[src/rtl/io_dec_pkg.sv]
package io_dec_pkg;

  localparam int unsigned ADDR_W   = 16;
  localparam int unsigned REG_W    = 2;
  localparam int unsigned SEL_W    = 3;
  localparam int unsigned NUM_CS   = 1 << SEL_W;
  localparam int unsigned WIN_BIT  = REG_W + SEL_W - 1;
  localparam int unsigned LOW_BASE = WIN_BIT + 1;
  localparam int unsigned BYTE_TOP = 7;
  localparam int unsigned MID_TOP  = 9;
  localparam int unsigned BYTE_W   = BYTE_TOP - LOW_BASE + 1;
  localparam int unsigned MID_W    = MID_TOP - LOW_BASE + 1;
  localparam int unsigned HIGH_W   = ADDR_W - MID_TOP - 1;

  localparam int unsigned CTR_N    = 4;
  localparam int unsigned SER_N    = 2;
  localparam int unsigned PAR_N    = 1;
  localparam int unsigned SPARE_IX = CTR_N + SER_N + PAR_N;

  // A switch that is ON asks for a 0 on its address bit.
  // Bits where care is 0 always match.
  function automatic logic field_match(input logic [ADDR_W-1:0] addr,
                                       input logic [ADDR_W-1:0] sw_on,
                                       input logic [ADDR_W-1:0] care);
    return &((addr ^ sw_on) | ~care);
  endfunction

  // In the narrow window the top select bit is not part of the index.
  function automatic logic [SEL_W-1:0] sel_index(input logic [SEL_W-1:0] field,
                                                 input logic wide_window);
    return wide_window ? field : {1'b0, field[SEL_W-2:0]};
  endfunction

endpackage

[src/rtl/io_dec_match.sv]
module io_dec_match
  import io_dec_pkg::*;
(
  input  logic [ADDR_W-1:WIN_BIT] addr_hi_i,
  input  logic                    wide_window_i,
  input  logic                    wide_addr_i,
  input  logic                    sw_win_i,
  input  logic [MID_W-1:0]        sw_mid_i,
  input  logic [HIGH_W-1:0]       sw_high_i,
  output logic                    board_sel_o
);

  logic [ADDR_W-1:0] addr_full;
  logic [ADDR_W-1:0] sw_full;
  logic [ADDR_W-1:0] care_full;

  assign addr_full = {addr_hi_i, {WIN_BIT{1'b0}}};

  always_comb begin
    sw_full                      = '0;
    sw_full[WIN_BIT]             = sw_win_i;
    sw_full[MID_TOP:LOW_BASE]    = sw_mid_i;
    sw_full[ADDR_W-1:MID_TOP+1]  = sw_high_i;
  end

  always_comb begin
    care_full = '0;
    for (int b = WIN_BIT; b < ADDR_W; b++) begin
      if (b == WIN_BIT)        care_full[b] = ~wide_window_i;
      else if (b <= BYTE_TOP)  care_full[b] = 1'b1;
      else                     care_full[b] = wide_addr_i;
    end
  end

  assign board_sel_o = field_match(addr_full, sw_full, care_full);

endmodule

[src/rtl/io_dec_select.sv]
module io_dec_select
  import io_dec_pkg::*;
(
  input  logic [SEL_W-1:0]  field_i,
  input  logic              wide_window_i,
  input  logic              board_sel_i,
  output logic [NUM_CS-1:0] cs_o
);

  logic [SEL_W-1:0] idx;

  assign idx = sel_index(field_i, wide_window_i);

  for (genvar n = 0; n < NUM_CS; n++) begin : g_cs
    assign cs_o[n] = board_sel_i && (idx == SEL_W'(n));
  end

endmodule

[src/rtl/io_dec_strobes.sv]
module io_dec_strobes (
  input  logic wr_strobe_i,
  input  logic out_cycle_i,
  input  logic din_strobe_i,
  input  logic in_cycle_i,
  input  logic board_sel_i,
  input  logic spare_hit_i,
  input  logic req16_i,
  input  logic ack16_en_i,
  output logic wr_en_o,
  output logic rd_en_o,
  output logic ack16_o
);

  logic write_cycle;
  logic read_cycle;

  assign write_cycle = wr_strobe_i & out_cycle_i;
  assign read_cycle  = din_strobe_i & in_cycle_i;

  assign wr_en_o = write_cycle & board_sel_i;
  assign rd_en_o = read_cycle & board_sel_i & ~spare_hit_i;
  assign ack16_o = req16_i & ack16_en_i & board_sel_i;

endmodule

[src/rtl/io_port_decoder.sv]
module io_port_decoder
  import io_dec_pkg::*;
(
  input  logic [ADDR_W-1:0] addr_i,
  input  logic              wr_strobe_i,
  input  logic              out_cycle_i,
  input  logic              din_strobe_i,
  input  logic              in_cycle_i,
  input  logic              wide_window_i,
  input  logic              wide_addr_i,
  input  logic              sw_win_i,
  input  logic [MID_W-1:0]  sw_mid_i,
  input  logic [HIGH_W-1:0] sw_high_i,
  input  logic              req16_i,
  input  logic              ack16_en_i,
  output logic              board_sel_o,
  output logic              rd_en_o,
  output logic              wr_en_o,
  output logic [NUM_CS-1:0] cs_o,
  output logic [REG_W-1:0]  reg_sel_o,
  output logic [CTR_N-1:0]  ctr_sel_o,
  output logic [SER_N-1:0]  ser_sel_o,
  output logic [PAR_N-1:0]  par_sel_o,
  output logic              ack16_o
);

  logic board_sel;
  logic spare_hit;

  io_dec_match i_match (
    .addr_hi_i     (addr_i[ADDR_W-1:WIN_BIT]),
    .wide_window_i (wide_window_i),
    .wide_addr_i   (wide_addr_i),
    .sw_win_i      (sw_win_i),
    .sw_mid_i      (sw_mid_i),
    .sw_high_i     (sw_high_i),
    .board_sel_o   (board_sel)
  );

  io_dec_select i_select (
    .field_i       (addr_i[WIN_BIT:REG_W]),
    .wide_window_i (wide_window_i),
    .board_sel_i   (board_sel),
    .cs_o          (cs_o)
  );

  assign spare_hit = cs_o[SPARE_IX];

  io_dec_strobes i_strobes (
    .wr_strobe_i  (wr_strobe_i),
    .out_cycle_i  (out_cycle_i),
    .din_strobe_i (din_strobe_i),
    .in_cycle_i   (in_cycle_i),
    .board_sel_i  (board_sel),
    .spare_hit_i  (spare_hit),
    .req16_i      (req16_i),
    .ack16_en_i   (ack16_en_i),
    .wr_en_o      (wr_en_o),
    .rd_en_o      (rd_en_o),
    .ack16_o      (ack16_o)
  );

  assign board_sel_o = board_sel;
  assign reg_sel_o   = addr_i[REG_W-1:0];
  assign ctr_sel_o   = cs_o[CTR_N-1:0];
  assign ser_sel_o   = cs_o[CTR_N+SER_N-1:CTR_N];
  assign par_sel_o   = cs_o[SPARE_IX-1:CTR_N+SER_N];

endmodule

[config.mk]
export PLATFORM = sky130hd
export DESIGN_NAME = io_port_decoder
export DESIGN_NICKNAME = d
export VERILOG_FILES = /design/src/rtl/io_dec_pkg.sv /design/src/rtl/io_dec_match.sv /design/src/rtl/io_dec_select.sv /design/src/rtl/io_dec_strobes.sv /design/src/rtl/io_port_decoder.sv
export SDC_FILE = /design/constraint.sdc
export NUM_CORES = 1
export LEC_CHECK = 0
export ABC_AREA = 1
export ABC_CLOCK_PERIOD_IN_PS = 1700
export CORE_MARGIN = 8
export CORE_UTILIZATION = 30
export DETAILED_ROUTE_END_ITERATION = 7
export GPL_TIMING_DRIVEN = 0
export PLACE_DENSITY = 0.84
export SLEW_MARGIN = 20
export SYNTH_ARGS = -nofsm -noshare
export SYNTH_HDL_FRONTEND = slang
export SYNTH_SLANG_ARGS = --single-unit
[constraint.sdc]
create_clock -name vclk -period 1.7
set_input_delay 0.34 -clock vclk [all_inputs]
set_output_delay 0.34 -clock vclk [all_outputs]
set_load 0.1 [all_outputs]
==> out/summary.md <==
STA
* aggregate negative setup slack: -4.14 ns
* setup repair after global routing missed its margin: true
* Final setup violation count: 19
* hold violation count in the final report: 0
* Tightest Pin Transition: 0.958 ns
* Rel. slew slack: 36.4%
* maximum clock frequency: 506 MHz
* final worst setup slack: -0.275 ns
* part of the cycle the worst path needs: 116%
* Final Max Tran Viols: 0
* Min Clock Period, post-route: 1.97 ns

Power
* Leak: 0.736 nW
* Power per Cell Area: 150 nW/um^2
* peak ir drop on the vdd network: 149 uV

Placement
* Placed Instances: 189
* placed wire-length estimate: 1820 um
* Placed Instance Area: 1270 sq um
* RD Place Congestion: 0.788
* number of port buffers: 54

Cells and area
* Seq. cell area: 0 sq um
* synthesis-to-layout area growth: 184%
* clock buffers: 0
* layout cells sized above 1: 60.7%
* Non-Filler Instances: 193
* total inserted antenna cells: 0
* count of fill cells added during filler insertion: 75
* Multi-input gate area: 478 sq um
* flip-flop and latch count: 0
* fin area: 1530 sq um
* number of nets at the end of the flow: 206

Synth
* distinct cell type count after synthesis: 12
* average cell area after synthesis: 4.90 sq um
* Post-Syn Nets: 146
* area fraction of the dominant cell type after synthesis: 27.1%
* cell with the most instances after synthesis: sky130_fd_sc_hd__nand2_1
* Synth area leaders: sky130_fd_sc_hd__nand2_1 27%, sky130_fd_sc_hd__inv_1 16%, sky130_fd_sc_hd__buf_4 14%
* cell taking the most area after synthesis: sky130_fd_sc_hd__nand2_1
* cell area after synthesis: 539 sq um
* count of mapped cells out of synthesis: 110
* count of yosys warnings during synthesis: 0
* sequential-to-total area share from yosys stat: 0%
* top cell types by occurrence after synthesis: 39 x sky130_fd_sc_hd__nand2_1, 23 x sky130_fd_sc_hd__inv_1, 11 x sky130_fd_sc_hd__nor2_2

GRT
* global-route congestion overflow total: 0
* vias in the first global route: 928
* maximum number of pins on one net before global-route repair: 9
* antenna violations before repair: 0
* total routing resource utilization after global routing: 15.0%
* global-route wire length before repair: 4270 um

Floorplan
* number of rows created at floorplan: 15
* core area: 1710 sq um
* Die ar.: 3410 sq um
* Die Span Y: 58.4 um
* Initial Utilization: 31.6%
* Top Ports: 57
* floorplan die width: 58.4 um

Run status
* run status: complete, but fails checks
* violations in the final reports: negative setup slack

Setup path
* Worst setup SP type: primary input
* Required @ worst endpoint: 1.36 ns
* type of the worst setup path: in -> out
* maximum fanout count along the critical path: 4
* Arrival @ worst endpoint: 1.63 ns
* type of element capturing the critical path: primary output

Route
* antenna violation net count after detailed routing: 0
* vias after detailed routing: 901
* detailed-route wire length: 3240 um
* per-cell via count in the routed design: 4.67
* number of detailed-route iterations in the first pass: 4
* residual DRC count: 0
* drt first-iter violations: 24
* routed wire length per instance: 16.8 um

Flow run
* number of violations of the max-capacitance limit: 0

Clock network
* cts-stage hold buffer count: 0

Min path
* class of the worst hold path: in -> out

-- cell families after synthesis --
family	Yosys count	synth area share, %
buffers and inverters	37	35.5
and+or+nand+nor	73	64.5
-- cell type report --
class | count | share of cell area (%)
Timing Repair Buffer | 59 | 47.4
Multi-Input combinational cell | 73 | 31.2
Buffer | 11 | 12.7
Inverter | 25 | 6.61
Tap cell | 25 | 2.04
-- critical path, cell delays in order --
cell	delay, ns
sky130_fd_sc_hd__buf_2	0.11
sky130_fd_sc_hd__inv_1	0.05
sky130_fd_sc_hd__nand2_1	0.07
sky130_fd_sc_hd__nand3_2	0.08
sky130_fd_sc_hd__nand2_2	0.07
sky130_fd_sc_hd__nor2_4	0.15
sky130_fd_sc_hd__nand3_4	0.13
sky130_fd_sc_hd__buf_16	0.16
sky130_fd_sc_hd__nor2_4	0.18
sky130_fd_sc_hd__buf_12	0.13
sky130_fd_sc_hd__buf_16	0.16
-- cells in the final DEF (no fill, tap or decap) --
master	Yosys	layout
sky130_fd_sc_hd__nand3_2	4	8
sky130_fd_sc_hd__nand2_2	1	10
sky130_fd_sc_hd__dlygate4sd2_1	0	4
sky130_fd_sc_hd__nand3b_1	1	1
sky130_fd_sc_hd__nand3_1	6	1
sky130_fd_sc_hd__clkdlybuf4s50_1	0	6
sky130_fd_sc_hd__nor2_2	11	2
sky130_fd_sc_hd__buf_2	0	15
sky130_fd_sc_hd__buf_4	10	5
sky130_fd_sc_hd__inv_2	2	5
sky130_fd_sc_hd__inv_1	23	18
sky130_fd_sc_hd__nand2_1	39	30
sky130_fd_sc_hd__clkbuf_2	0	2
sky130_fd_sc_hd__buf_12	0	27
sky130_fd_sc_hd__nor2_1	10	6
sky130_fd_sc_hd__inv_4	0	1
sky130_fd_sc_hd__nand3_4	0	1
sky130_fd_sc_hd__clkinv_4	0	1
sky130_fd_sc_hd__buf_6	2	7
sky130_fd_sc_hd__buf_8	0	2
sky130_fd_sc_hd__nor2_4	1	14
sky130_fd_sc_hd__buf_16	0	2
-- power by group --
part | switching [mW] | internal, mW
logic | 0.128 | 0.102
clock network | 0 | 0
registers | 0 | 0
total | 0.128 | 0.102
-- routing by layer --
| metal | vias up | GRT usage (%) | routed length, um |
|---|---|---|---|
| li1 | 422 | - | - |
| met1 | 410 | 15.2 | 1140 |
| met2 | 59 | 29.8 | 1710 |
| met3 | 10 | 4.13 | 262 |
| met4 | 0 | 1.75 | 125 |
| met5 | - | 0 | 0 |
-- path summary, 6_finish.rpt --
check  endpoint          from  slack (ns)  cells past startpoint
max     cs_o[6]  sw_high_i[5]       -0.27                     11
min     cs_o[0]     addr_i[4]        1.28                      5
-- stage by stage --
step | setup slack (ns) | util [%] | hold WS (ns) | power (mW)
finish | -0.275 | 89.7 | 1.28 | 0.229
global route | -0.317 | 89.7 | 1.30 | 0.245
CTS | -0.177 | 85.4 | 1.28 | 0.205
detailed placement | -1.51 | 74.4 | 1.75 | 0.205
global placement | -1.49 | 74.4 | 1.75 | 0.200
floorplan | -0.407 | - | 0.892 | 0.106
-- timing repair --
action                     CTS  global route
setup endpoints to repair   21            19
gates resized for setup    292            21
cloned                       1             0
pin swaps                   33            15
setup buffers                1             4
(Power assumes the default switching activity.)
